[config.mk]
export PLATFORM = sky130hd
export DESIGN_NAME = brkctl_top
export DESIGN_NICKNAME = d
export VERILOG_FILES = /design/src/rtl/brkctl_pkg.sv /design/src/rtl/brkctl_detect.sv /design/src/rtl/brkctl_moe.sv /design/src/rtl/brkctl_flag.sv /design/src/rtl/brkctl_cfg.sv /design/src/rtl/brkctl_top.sv
export SDC_FILE = /design/constraint.sdc
export NUM_CORES = 1
export LEC_CHECK = 0
export ABC_AREA = 0
export ABC_CLOCK_PERIOD_IN_PS = 1600
export BUFFER_PORTS_ARGS = -buffer_cell sky130_fd_sc_hd__buf_2
export CORE_UTILIZATION = 42
export DETAILED_ROUTE_END_ITERATION = 7
export GPL_TIMING_DRIVEN = 1
export MAX_ROUTING_LAYER = met4
export PLACE_DENSITY = 0.77
export REMOVE_ABC_BUFFERS = 1
export SYNTH_ARGS = -nofsm -noshare
export SYNTH_HDL_FRONTEND = slang
export SYNTH_SLANG_ARGS = --single-unit
[constraint.sdc]
create_clock -name clk -period 1.6 [get_ports clk]
set_clock_uncertainty 0.2 [all_clocks]
set_input_delay 0.24 -clock clk [delete_from_list [all_inputs] [get_ports clk]]
set_output_delay 0.24 -clock clk [all_outputs]
set_load 0.01 [all_outputs]
[src/rtl/brkctl_pkg.sv]
package brkctl_pkg;
  typedef enum logic [1:0] {
    LK_NONE = 2'd0,
    LK_L1   = 2'd1,
    LK_L2   = 2'd2,
    LK_L3   = 2'd3
  } lock_e;
endpackage

[src/rtl/brkctl_detect.sv]
// Gates and polarity-matches the raw fault pin.
module brkctl_detect (
  input  logic pin,
  input  logic en,
  input  logic pol,
  output logic act
);
  always_comb act = en & ~(pin ^ pol);
endmodule

[src/rtl/brkctl_moe.sv]
// Main enable state: break has priority, then clear, then set, then auto.
module brkctl_moe (
  input  logic clk,
  input  logic rst_n,
  input  logic act,
  input  logic sw_set,
  input  logic sw_clr,
  input  logic upd,
  input  logic auto_en,
  output logic moe,
  output logic moe_rd
);
  logic moe_q;

  always_ff @(posedge clk or negedge rst_n) begin
    if (!rst_n) begin
      moe_q  <= 1'b0;
      moe_rd <= 1'b0;
    end else begin
      if (act)                 moe_q <= 1'b0;
      else if (sw_clr)         moe_q <= 1'b0;
      else if (sw_set)         moe_q <= 1'b1;
      else if (upd && auto_en) moe_q <= 1'b1;
      moe_rd <= moe;
    end
  end

  // combinational kill path: no clock needed to drop the enable
  always_comb moe = moe_q & ~act;
endmodule

[src/rtl/brkctl_flag.sv]
// Sticky break flag; clear is refused while the fault persists.
module brkctl_flag (
  input  logic clk,
  input  logic rst_n,
  input  logic act,
  input  logic clr,
  input  logic ie,
  output logic flag,
  output logic irq
);
  always_ff @(posedge clk or negedge rst_n) begin
    if (!rst_n)    flag <= 1'b0;
    else if (act)  flag <= 1'b1;
    else if (clr)  flag <= 1'b0;
  end

  always_comb irq = flag & ie;
endmodule

[src/rtl/brkctl_cfg.sv]
// Protection settings with a once-only, three-level lock.
module brkctl_cfg
  import brkctl_pkg::*;
#(
  parameter int CH     = 2,
  parameter int DT_W   = 8,
  parameter int MODE_W = 3
) (
  input  logic                 clk,
  input  logic                 rst_n,
  input  logic                 cfg_wr,
  input  logic [DT_W-1:0]      dead_in,
  input  logic [CH-1:0]        idle_in,
  input  logic [CH-1:0]        pol_in,
  input  logic [CH*MODE_W-1:0] mode_in,
  input  logic                 brk_en_in,
  input  logic                 brk_pol_in,
  input  logic                 auto_in,
  input  logic                 off_sel_in,
  input  logic                 lock_wr,
  input  logic [1:0]           lock_in,
  output logic [1:0]           lock_lvl,
  output logic [DT_W-1:0]      dead_q,
  output logic [CH-1:0]        idle_q,
  output logic [CH-1:0]        pol_q,
  output logic [CH*MODE_W-1:0] mode_q,
  output logic                 brk_en_q,
  output logic                 brk_pol_q,
  output logic                 auto_q,
  output logic                 off_sel_q
);
  lock_e lock_q;
  logic  lock_done;
  logic  wr_g1, wr_g2, wr_g3;

  always_comb begin
    wr_g1 = cfg_wr && (lock_q < LK_L1);
    wr_g2 = cfg_wr && (lock_q < LK_L2);
    wr_g3 = cfg_wr && (lock_q < LK_L3);
  end

  always_ff @(posedge clk or negedge rst_n) begin
    if (!rst_n) begin
      lock_q    <= LK_NONE;
      lock_done <= 1'b0;
      dead_q    <= '0;
      brk_en_q  <= 1'b0;
      brk_pol_q <= 1'b0;
      off_sel_q <= 1'b0;
      auto_q    <= 1'b0;
    end else begin
      if (lock_wr && !lock_done) begin
        lock_q    <= lock_e'(lock_in);
        lock_done <= 1'b1;
      end
      if (wr_g1) begin
        dead_q    <= dead_in;
        brk_en_q  <= brk_en_in;
        brk_pol_q <= brk_pol_in;
      end
      if (wr_g2)  off_sel_q <= off_sel_in;
      if (cfg_wr) auto_q    <= auto_in;
    end
  end

  for (genvar c = 0; c < CH; c++) begin : g_ch
    always_ff @(posedge clk or negedge rst_n) begin
      if (!rst_n) begin
        idle_q[c]                  <= 1'b0;
        pol_q[c]                   <= 1'b0;
        mode_q[c*MODE_W +: MODE_W] <= '0;
      end else begin
        if (wr_g1) idle_q[c] <= idle_in[c];
        if (wr_g2) pol_q[c]  <= pol_in[c];
        if (wr_g3) mode_q[c*MODE_W +: MODE_W] <= mode_in[c*MODE_W +: MODE_W];
      end
    end
  end

  always_comb lock_lvl = lock_q;
endmodule

[src/rtl/brkctl_top.sv]
module brkctl_top #(
  parameter int CH     = 2,
  parameter int DT_W   = 8,
  parameter int MODE_W = 3
) (
  input  logic                 clk,
  input  logic                 rst_n,
  input  logic                 brk_pin,
  input  logic                 upd_evt,
  input  logic                 sw_moe_set,
  input  logic                 sw_moe_clr,
  input  logic                 sw_flag_clr,
  input  logic                 brk_ie,
  input  logic                 cfg_wr,
  input  logic [DT_W-1:0]      cfg_dead_in,
  input  logic [CH-1:0]        cfg_idle_in,
  input  logic [CH-1:0]        cfg_pol_in,
  input  logic [CH*MODE_W-1:0] cfg_mode_in,
  input  logic                 cfg_brk_en_in,
  input  logic                 cfg_brk_pol_in,
  input  logic                 cfg_auto_in,
  input  logic                 cfg_off_sel_in,
  input  logic                 lock_wr,
  input  logic [1:0]           lock_in,
  output logic                 moe,
  output logic                 moe_rd,
  output logic                 out_en_hold,
  output logic                 brk_flag,
  output logic                 brk_irq,
  output logic [1:0]           lock_lvl,
  output logic [DT_W-1:0]      cfg_dead_q,
  output logic [CH-1:0]        cfg_idle_q,
  output logic [CH-1:0]        cfg_pol_q,
  output logic [CH*MODE_W-1:0] cfg_mode_q,
  output logic                 cfg_brk_en_q,
  output logic                 cfg_brk_pol_q,
  output logic                 cfg_auto_q,
  output logic                 cfg_off_sel_q
);
  logic brk_act;

  brkctl_detect u_det (
    .pin (brk_pin),
    .en  (cfg_brk_en_q),
    .pol (cfg_brk_pol_q),
    .act (brk_act)
  );

  brkctl_moe u_moe (
    .clk     (clk),
    .rst_n   (rst_n),
    .act     (brk_act),
    .sw_set  (sw_moe_set),
    .sw_clr  (sw_moe_clr),
    .upd     (upd_evt),
    .auto_en (cfg_auto_q),
    .moe     (moe),
    .moe_rd  (moe_rd)
  );

  brkctl_flag u_flag (
    .clk   (clk),
    .rst_n (rst_n),
    .act   (brk_act),
    .clr   (sw_flag_clr),
    .ie    (brk_ie),
    .flag  (brk_flag),
    .irq   (brk_irq)
  );

  brkctl_cfg #(.CH(CH), .DT_W(DT_W), .MODE_W(MODE_W)) u_cfg (
    .clk        (clk),
    .rst_n      (rst_n),
    .cfg_wr     (cfg_wr),
    .dead_in    (cfg_dead_in),
    .idle_in    (cfg_idle_in),
    .pol_in     (cfg_pol_in),
    .mode_in    (cfg_mode_in),
    .brk_en_in  (cfg_brk_en_in),
    .brk_pol_in (cfg_brk_pol_in),
    .auto_in    (cfg_auto_in),
    .off_sel_in (cfg_off_sel_in),
    .lock_wr    (lock_wr),
    .lock_in    (lock_in),
    .lock_lvl   (lock_lvl),
    .dead_q     (cfg_dead_q),
    .idle_q     (cfg_idle_q),
    .pol_q      (cfg_pol_q),
    .mode_q     (cfg_mode_q),
    .brk_en_q   (cfg_brk_en_q),
    .brk_pol_q  (cfg_brk_pol_q),
    .auto_q     (cfg_auto_q),
    .off_sel_q  (cfg_off_sel_q)
  );

  always_comb out_en_hold = moe | cfg_off_sel_q;
endmodule

==> impl_metrics.ini <==
[min_path]
holdPathEnd = u_flag.flag
hold_path.startpoint = sw_flag_clr
min_path_cells = 3
min_path_type = in2reg

[synthesis]
synth.cell_area_sq_um = 1097
synth_compound_area_share_pct = 4.447
avgSynthCellArea_sq_um = 16.14
synth_fa_ha_area_share_pct = 0
yosysSeqAreaShare_pct = 63.85
synthSimpleGateAreaFrac_pct = 4.561
ys_seq_elements = 28
synth_mux_area_share_pct = 24.63
synth_top_family_by_area = multiplexers
yosysWarningCount = 0
syn_inst = 68
synth_xor_area_share_pct = 0.7982
synth_cell_type_count = 16

[grt]
met2_usage_pct = 35.23
first_global_vias = 927
grtUsageMet3_pct = 2.874
antenna_found_initial = 0
grt-busiest-layer = met2
grt_use_met1_pct = 22.49
overflow = 0
track_usage_pct = 20.09
grt_start_max_net_pins = 29
grt_pass1_wl_mm = 3.870

[detailed_routing]
wl_per_cell_microns = 12.90
num_vias = 911
vias_per_cell = 4.720
first_pass_iters = 3
drc = 0
drt_wl_total_mm = 2.490
drt_iter0_drc = 2
antenna_left = 0

[floorplanning]
placementRows = 18
dieArea_sq_um = 2821
die_h_microns = 53.12
die_w_microns = 53.12
core_area_sq_um = 2477
initial_core_util_pct = 44.29
io_pins = 63

[worst_setup_path]
required_ns = 1.16
r2r_end = u_cfg.brk_pol_q
critPathTopFamily = flip-flops
endpoint_kind = output pin
cp_max_fo = 3
slowest_stage = dfrtp_1
critPathBufInv = 1
timing.critical_path.cells = xnor2_2 -> a31oi_1 -> buf_2
r2r-start = u_cfg.lock_lvl[1]
critPathLaunchType = flip-flop
crit_type = reg2out
worstPathArrival_ns = 1.25
r2r_slack_ns = 0.08
reg2regPathDepth = 3
critPathMaxStageDelay_ns = 0.45

[power_and_ir_drop]
switching_share_pct = 29.05
p_leak_uw = 0.0008714
power_frac_seq_pct = 50.2
p_int_uw = 1338
p_comb_share_pct = 31.8
p_clk_share_pct = 17.9
netSwitchingPower_uw = 547.7
ir_drop_mv = 0.8343
power.density_nw_per_um2 = 1055

[timing]
layout_setup_ws_ns = -0.09031
setup_tns_ns = -0.1725
worst_pin_slew_ns = 0.5986
period_share_pct = 105.6
fin_hold_ws_ns = 0.01275
fin_crit_ns = 1.690
fmax_mhz = 591.6
slew_headroom_pct = 60.09
rsz0062_at_grt = true
setup_violations = 2
hold_viol = 0
slew_violations = 0

[job]
drv_cap = 0

[clock_network]
clk_path_buf_depth = 2
cts.reportedPaths.clkPinSlew_ns = 0.14
cts_tree = yes
htree_levels = 1
clk_latency_ns = 0.32
cts_num_sinks = 28
cts_root_buffer = clkbuf_4
numCtsBuffers = 3

[layout]
antennaDiodeCount = 0
final_cell_mix = 62 x buf_2, 28 x dfrtp_1, 27 x dlygate4sd3_1
final_common_cell = buf_2
drive_above_1_share_pct = 60.74
fin_area_sq_um = 1787
area_growth_pct = 62.83
seqCellArea_sq_um = 700.7
fillers = 177
multi_input_area_sq_um = 389.1
fin_nets = 198

[place]
numPortBuffers = 62
gp_congestion = 0.6420
dpl_worst_slack_ns = 0.1009
dpl-instance-area_sq_um = 1454
hpwl_mm = 1.640

[status]
violations = negative setup slack
status = finished with violations
flip-flops by register name, summed over array words and instances, names as in the netlist, 2 cells and up:
signal / cells
u_cfg.mode_q: 6
u_cfg.pol_q: 2
u_cfg.idle_q: 2
u_cfg.lock_lvl: 2
u_cfg.dead_q: 8
synth_stat cells:
cell      count  share of area (%)
a31oi_1       1               0.57
and2_1        1               0.57
xnor2_1       1               0.80
nor2_1        1               0.34
buf_6         1                1.0
or2_2         1               0.57
dfrtp_1      28                 64
nor2b_1       1               0.57
inv_1         2               0.68
mux2_2       24                 25
a21boi_0      1               0.68
a22o_1        1               0.80
a211oi_1      2                1.4
and2b_2       1               0.80
nor3b_4       1                1.7
a21boi_2      1                1.0
what timing repair did:
action                                  in CTS  in global routing
cloned                                       0                  0
endpoints found under the setup margin       2                  2
pin swaps                                    3                  0
setup buffers                                2                  0
resized for setup                            3                  0
hold buffers                                27                  0
hold endpoints to repair                    54                  0
worst max path at each step:
stage,from,end,depth (start not counted)
4_1_cts,u_cfg.brk_pol_q,moe,3
3_5_place_dp,u_cfg.lock_lvl[0],u_cfg.brk_pol_q,3
2_1_floorplan,u_cfg.lock_lvl[0],u_cfg.brk_en_q,2
5_1_grt,u_cfg.brk_pol_q,moe,3
6_report,u_cfg.brk_pol_q,out_en_hold,3
3_3_place_gp,u_cfg.lock_lvl[0],u_cfg.dead_q[7],3
metrics by stage:
stage	util [%]	cells	power, uW
5_1_grt	72.12	193	1999
6_report	72.12	193	1885
2_1_floorplan	-	67	1220
3_3_place_gp	58.69	160	1457
4_1_cts	72.12	193	1903
3_5_place_dp	58.69	160	1483
worst register-to-register path, cell delays in order, from the launching register on:
cell	delay (ns)
dfrtp_1	0.48
nor3b_4	0.23
buf_12	0.16
mux2_2	0.34
metal layers:
metal,vias to the layer above,share of wire [%]
met5,-,0
met4,0,1.6
met3,5,6.0
met2,46,51
met1,431,41
li1,429,-
cell families (layout without fill, tap and decap cells):
group           after synthesis  after routing
compound gates                6              6
mux                          24             24
xor+xnor                      1              1
simple gates                  6              6
buf+inv                       3             98
flops                        28             28
layout make-up:
type	count	share of cell area, %
tap	30	2.101
clock buffer	4	2.031
inverter	2	0.4202
multi-input combinational	37	21.78
timing repair buffer	92	34.45
sequential	28	39.22
power groups by stage:
| stage | clock network [uW] | registers [uW] | logic [uW] |
|---|---|---|---|
| detailed placement | 0 | 959 | 524 |
| global route | 374 | 970 | 655 |
| global placement | 0 | 948 | 509 |
| floorplan | 0 | 1020 | 197 |
| finish | 338 | 947 | 600 |
| CTS | 352 | 947 | 605 |
No activity file was read; power rests on OpenSTA's default activity.
